--- config.mk ---
export PLATFORM = sky130hd
export DESIGN_NAME = tone_osc
export DESIGN_NICKNAME = d
export VERILOG_FILES = /design/src/rtl/osc_pkg.sv /design/src/rtl/osc_regs.sv /design/src/rtl/osc_phase.sv /design/src/rtl/osc_shaper.sv /design/src/rtl/tone_osc.sv
export SDC_FILE = /design/constraint.sdc
export NUM_CORES = 1
export LEC_CHECK = 0
export BUFFER_PORTS_ARGS = -buffer_cell sky130_fd_sc_hd__buf_4
export CAP_MARGIN = 15
export CORE_ASPECT_RATIO = 1.2
export CORE_MARGIN = 2
export CORE_UTILIZATION = 51
export DETAILED_ROUTE_END_ITERATION = 6
export PLACE_DENSITY = 0.8
export RECOVER_POWER = 50
export SYNTH_ARGS = -nofsm -noshare
export SYNTH_HDL_FRONTEND = slang
export SYNTH_HIERARCHICAL = 1
export SYNTH_SLANG_ARGS = --single-unit
--- constraint.sdc ---
create_clock -name clk -period 5.3 [get_ports clk]
set_input_delay 0.795 -clock clk [delete_from_list [all_inputs] [get_ports clk]]
set_output_delay 0.795 -clock clk [all_outputs]
set_load 0.005 [all_outputs]
--- src/rtl/osc_pkg.sv ---
package osc_pkg;

  localparam logic [2:0] ADDR_STEP_LO = 3'd0;
  localparam logic [2:0] ADDR_STEP_HI = 3'd1;
  localparam logic [2:0] ADDR_THR_LO  = 3'd2;
  localparam logic [2:0] ADDR_THR_HI  = 3'd3;
  localparam logic [2:0] ADDR_CTRL    = 3'd4;

  localparam int SHAPE_N   = 4;
  localparam int SHAPE_TRI = 0;
  localparam int SHAPE_SAW = 1;
  localparam int SHAPE_PUL = 2;
  localparam int SHAPE_NOI = 3;

  typedef struct packed {
    logic [SHAPE_N-1:0] shape_en;
    logic               ring;
    logic               sync;
    logic               halt;
  } osc_ctrl_t;

endpackage

--- src/rtl/osc_regs.sv ---
module osc_regs
  import osc_pkg::*;
#(
  parameter int STEP_W = 16,
  parameter int THR_W  = 12
) (
  input  logic              clk,
  input  logic              rst_n,
  input  logic              wr_en,
  input  logic [2:0]        wr_addr,
  input  logic [7:0]        wr_data,
  output logic [STEP_W-1:0] step,
  output logic [THR_W-1:0]  thr,
  output osc_ctrl_t         ctrl
);

  localparam int STEP_HI_W = STEP_W - 8;
  localparam int THR_HI_W  = THR_W - 8;

  logic [STEP_W-1:0] step_d, step_q;
  logic [THR_W-1:0]  thr_d, thr_q;
  osc_ctrl_t         ctrl_d, ctrl_q;

  always_comb begin
    step_d = step_q;
    thr_d  = thr_q;
    ctrl_d = ctrl_q;
    if (wr_en) begin
      case (wr_addr)
        ADDR_STEP_LO: step_d[7:0]        = wr_data;
        ADDR_STEP_HI: step_d[STEP_W-1:8] = wr_data[STEP_HI_W-1:0];
        ADDR_THR_LO:  thr_d[7:0]         = wr_data;
        ADDR_THR_HI:  thr_d[THR_W-1:8]   = wr_data[THR_HI_W-1:0];
        ADDR_CTRL: begin
          ctrl_d.shape_en = wr_data[7:4];
          ctrl_d.ring     = wr_data[2];
          ctrl_d.sync     = wr_data[1];
          ctrl_d.halt     = wr_data[0];
        end
        default: ;
      endcase
    end
  end

  always_ff @(posedge clk or negedge rst_n) begin
    if (!rst_n) begin
      step_q <= '0;
      thr_q  <= '0;
      ctrl_q <= '0;
    end else if (wr_en) begin
      step_q <= step_d;
      thr_q  <= thr_d;
      ctrl_q <= ctrl_d;
    end
  end

  assign step = step_q;
  assign thr  = thr_q;
  assign ctrl = ctrl_q;

endmodule

--- src/rtl/osc_phase.sv ---
module osc_phase #(
  parameter int ACC_W  = 24,
  parameter int STEP_W = 16,
  parameter int THR_W  = 12
) (
  input  logic              clk,
  input  logic              rst_n,
  input  logic [STEP_W-1:0] step,
  input  logic [THR_W-1:0]  thr,
  input  logic              halt,
  input  logic              sync,
  input  logic              comp_rise,
  output logic [ACC_W-1:0]  acc,
  output logic              pulse_hi,
  output logic              rise
);

  localparam int PAD_W = ACC_W - STEP_W;

  logic [ACC_W-1:0] acc_d, acc_q;
  logic             pulse_d, pulse_q;
  logic             rise_d, rise_q;
  logic             restart;

  assign restart = halt | (sync & comp_rise);

  always_comb begin
    if (restart) acc_d = '0;
    else         acc_d = acc_q + {{PAD_W{1'b0}}, step};
    rise_d  = ~acc_q[ACC_W-1] & acc_d[ACC_W-1];
    pulse_d = halt | (acc_q[ACC_W-1 -: THR_W] >= thr);
  end

  always_ff @(posedge clk or negedge rst_n) begin
    if (!rst_n) begin
      acc_q   <= '0;
      pulse_q <= 1'b0;
      rise_q  <= 1'b0;
    end else begin
      acc_q   <= acc_d;
      pulse_q <= pulse_d;
      rise_q  <= rise_d;
    end
  end

  assign acc      = acc_q;
  assign pulse_hi = pulse_q;
  assign rise     = rise_q;

endmodule

--- src/rtl/osc_shaper.sv ---
module osc_shaper
  import osc_pkg::*;
#(
  parameter int OUT_W     = 12,
  parameter int FLOAT_TTL = 16,
  parameter int TTL_W     = 5
) (
  input  logic               clk,
  input  logic               rst_n,
  input  logic [OUT_W-1:0]   phase,
  input  logic               ring_msb,
  input  logic [SHAPE_N-1:0] shape_en,
  input  logic               pulse_hi,
  input  logic [OUT_W-1:0]   noise,
  output logic [OUT_W-1:0]   wave
);

  logic [OUT_W-1:0] src    [SHAPE_N];
  logic [OUT_W-1:0] masked [SHAPE_N];
  logic [OUT_W-1:0] combined;
  logic             fold;
  logic [OUT_W-2:0] tri_low;
  logic             any_en;
  logic             wave_en;
  logic [OUT_W-1:0] wave_d, wave_q;
  logic [TTL_W-1:0] ttl_d, ttl_q;

  assign fold    = phase[OUT_W-1] ^ ring_msb;
  assign tri_low = phase[OUT_W-2:0] ^ {(OUT_W-1){fold}};

  assign src[SHAPE_TRI] = {tri_low, 1'b0};
  assign src[SHAPE_SAW] = phase;
  assign src[SHAPE_PUL] = {OUT_W{pulse_hi}};
  assign src[SHAPE_NOI] = noise;

  for (genvar g = 0; g < SHAPE_N; g++) begin : g_mask
    assign masked[g] = shape_en[g] ? src[g] : {OUT_W{1'b1}};
  end

  always_comb begin
    combined = {OUT_W{1'b1}};
    for (int i = 0; i < SHAPE_N; i++) combined &= masked[i];
  end

  assign any_en  = |shape_en;
  assign wave_en = any_en | (ttl_q == '0);

  always_comb begin
    if (any_en) begin
      ttl_d  = TTL_W'(FLOAT_TTL);
      wave_d = combined;
    end else begin
      ttl_d  = (ttl_q == '0) ? ttl_q : ttl_q - 1'b1;
      wave_d = '0;
    end
  end

  always_ff @(posedge clk or negedge rst_n) begin
    if (!rst_n) begin
      ttl_q  <= '0;
      wave_q <= '0;
    end else begin
      ttl_q <= ttl_d;
      if (wave_en) wave_q <= wave_d;
    end
  end

  assign wave = wave_q;

endmodule

--- src/rtl/tone_osc.sv ---
module tone_osc
  import osc_pkg::*;
#(
  parameter int ACC_W     = 24,
  parameter int STEP_W    = 16,
  parameter int THR_W     = 12,
  parameter int OUT_W     = 12,
  parameter int FLOAT_TTL = 16
) (
  input  logic             clk,
  input  logic             rst_n,
  input  logic             wr_en,
  input  logic [2:0]       wr_addr,
  input  logic [7:0]       wr_data,
  input  logic             comp_msb,
  input  logic             comp_msb_rise,
  input  logic [OUT_W-1:0] noise_in,
  output logic [OUT_W-1:0] wave_out,
  output logic             acc_msb,
  output logic             msb_rise
);

  localparam int TTL_W = $clog2(FLOAT_TTL + 1);

  logic [STEP_W-1:0]  step;
  logic [THR_W-1:0]   thr;
  osc_ctrl_t          ctrl;
  logic               halt_bit, sync_bit, ring_bit;
  logic [SHAPE_N-1:0] shape_en;
  logic [ACC_W-1:0]   acc;
  logic               pulse_hi;

  assign halt_bit = ctrl.halt;
  assign sync_bit = ctrl.sync;
  assign ring_bit = ctrl.ring;
  assign shape_en = ctrl.shape_en;

  osc_regs #(.STEP_W(STEP_W), .THR_W(THR_W)) u_regs (
    .clk(clk), .rst_n(rst_n), .wr_en(wr_en), .wr_addr(wr_addr),
    .wr_data(wr_data), .step(step), .thr(thr), .ctrl(ctrl)
  );

  osc_phase #(.ACC_W(ACC_W), .STEP_W(STEP_W), .THR_W(THR_W)) u_phase (
    .clk(clk), .rst_n(rst_n), .step(step), .thr(thr), .halt(halt_bit),
    .sync(sync_bit), .comp_rise(comp_msb_rise), .acc(acc),
    .pulse_hi(pulse_hi), .rise(msb_rise)
  );

  osc_shaper #(.OUT_W(OUT_W), .FLOAT_TTL(FLOAT_TTL), .TTL_W(TTL_W)) u_shape (
    .clk(clk), .rst_n(rst_n), .phase(acc[ACC_W-1 -: OUT_W]),
    .ring_msb(ring_bit & comp_msb), .shape_en(shape_en),
    .pulse_hi(pulse_hi), .noise(noise_in), .wave(wave_out)
  );

  assign acc_msb = acc[ACC_W-1];

endmodule

==> flow_summary.ini <==
[critical_path]
r2r-start = u_regs/step[0]
critPathRequiredTime_ps = 5500
path_buf_inv = 0
cp-startpoint = u_regs/step[0]
cpPeakStageDelay_ps = 460
start_kind = flip-flop
worstPathCellList = ha_1, fa_1, a211oi_2, nor3_2, o41a_4, a31oi_4, xor2_1, nor2_1
crit_slowest_cell = o41a_4
critPathArrivalTime_ps = 2680
end_kind = flip-flop
crit_type = flip-flop to flip-flop
crit_family = compound AO/OA/AOI/OAI gates
critPathMaxFanout = 5

[timing]
slew_headroom_pct = 34.85
fmax_ghz = 0.4034
fin_hold_ws_ps = 513.9
setup_violations = 0
min_period_ps = 2479
final_hold_viol_count = 0
skew_ps = 13.77
tightest_slew_ps = 977.3
rsz0062_at_grt = false
fin_crit_sh_pct = 46.77
tns_ps = 0
setup_slack_ps = 2821
slew_viol_final = 0

[cts]
cts_tree = yes
clkTransAtPathRegs_ps = 90
post_cts_buffers = 0
root_buffer = clkbuf_8
cts_resized = 0
tritoncts.num_buffers = 9
clk_latency_ps = 350
htreeDepth = 3
cts_max_path_buffers = 2
clock_sinks = 78
cts_hold_buffers = 0

[logic_synthesis]
yosys.area_share.simple_pct = 16.12
async_reset_ff_share_pct = 100.0
synthMuxAreaShare_pct = 11.09
synth_fa_ha_area_share_pct = 8.100
synth_flop_cell = dfrtp_1
yosys_register_bits = 78
synth_nets = 504
synth-edff-count = 0
yosysUniqueCellTypes = 59
synth_top_family_by_area = compound AO/OA/AOI/OAI gates
synth-xor-area-share_pct = 2.594
syn_inst = 446
synth_compound_area_share_pct = 16.33
post_synth.cell_area_avg_um2 = 10.60
synth-seq-area-share_pct = 41.29
synth_area_mm2 = 0.004727
yosysWarningCount = 6

[routing]
routed_via_density = 5.823
wl_met1_um = 4581
ant_nets = 0
dr.pass1.iters = 4
wl_met3_um = 395
dr_wl_met2_um = 5172
vias = 3552
drtIter0Drc = 250
wl_um = 10510
wl_per_cell_um = 17.23
drc_errors = 0
routed.top_layer = met4

[power_and_ir_drop]
p_sw_mw = 0.8904
ir_drop_v = 0.0002999
swShare_pct = 37.91
power_per_cell_area_mw_per_mm2 = 442.3
comb_power_share_pct = 40.9
p_clk_share_pct = 21.6
p_seq_share_pct = 37.5
p_int_mw = 1.459
leakagePower_nw = 2.402

[floorplanning]
die-area_mm2 = 0.01006
fp.dieH_um = 109.5
num_rows = 38
die_w_um = 91.89
num_io_pins = 42
core-area_mm2 = 0.009034
start_util_pct = 52.33

[final_layout]
final_cell_mix = dfrtp_1, buf_4, mux2_2
antenna_cells = 0
final_common_cell = dfrtp_1
post-route-util_pct = 58.79
final_cells = 610
fin_nets = 543
layout-drive-gt1-share_pct = 26.94
area_delta_synth_final_pct = 12.36

[min_path]
hp-start = u_regs/thr[5]
hold_path_class = flip-flop to flip-flop

[place]
pre_cts_ws_ps = 2868
numPortBuffers = 41
routabilityCongestion = 0.9470
hpwl_um = 7583
dp.cells = 594

[grt]
antenna_found_initial = 0
grt_pass1_vias = 3573
grt_max_degree = 79
grt_pass1_wl_um = 17330
grt-ovfl-total = 0
grt_usage_pct = 21.99

[status]
status = completed

[flow_run]
max-cap-violations = 0
[path summary, 6_finish.rpt]
check	endpoint	slack, ps	cells after the start
worst max-delay path	u_phase/acc[16]	2820	8
worst min-delay path	u_regs/thr[5]	510	1
worst max register to register	u_phase/acc[16]	2820	8
worst min register to register	u_regs/thr[5]	510	1
max in group asynchronous	u_phase/acc[6]	4060	1
min in group asynchronous	u_shape/ttl_q[3]	580	1
[kinds of logic (layout without fill, tap and decap cells)]
family	after synthesis	count (layout)
AO/OA/AOI/OAI	104	104
flip-flops	78	78
buffers and inverters	40	84
adder cells (fa/ha/maj)	30	30
XOR/XNOR	14	14
AND/OR/NAND/NOR	132	132
multiplexers	48	48
[registers in the layout (all words and copies together), names as in the netlist]
name and flops:
u_shape/ttl_q 5, u_regs/ctrl 7, u_regs/thr 12, u_phase/pulse_hi 1, u_regs/step 16, u_shape/wave 12, u_phase/rise 1, u_phase/acc 24
[power by group through the flow]
stage                     Sequential (mW)  Clock [mW]  Combinational (mW)
after floorplan                     0.847           0               0.748
after detailed placement            0.891           0               0.942
final                               0.880       0.508               0.960
after global routing                0.900       0.547                1.07
after global placement              0.880           0               0.914
after CTS                           0.880       0.515               0.952
[cell type report]
cell class,instances,area (um2)
tap,120,150.1
timing repair buffer,44,326.6
clock inverter,6,91.34
fill,768,3722
inverter,24,90.09
sequential,78,1952
clock buffer,10,137.6
multi-input combinational,328,2564
[stage by stage]
step           power (mW)  cell area [um2]
5_1_grt             2.513             5311
3_5_place_dp        1.833             5086
2_1_floorplan       1.595             4727
3_3_place_gp        1.794             5086
6_report            2.349             5311
4_1_cts             2.348             5315
[metal layers]
metal	vias up	GRT usage, %
li1	1701	-
met1	1740	27.33
met2	87	37.66
met3	24	3.838
met4	0	10.13
met5	-	0
[synth_stat cells, drive strengths merged (11+ instances only)]
library cell	number	area [um2]
ha	29	362.9
nand2	34	127.6
inv	24	90.09
a21oi	25	128.9
o21ai	21	112.6
nand2b	15	93.84
nor2	25	93.84
o22ai	13	81.33
nor3	12	70.07
mux2i	13	130.1
mux2	35	394.1
nand3	19	145.1
dfrtp	78	1952
buf	11	90.08
o31ai	15	167.7
Note: power is estimated with default switching activity, not from simulation.
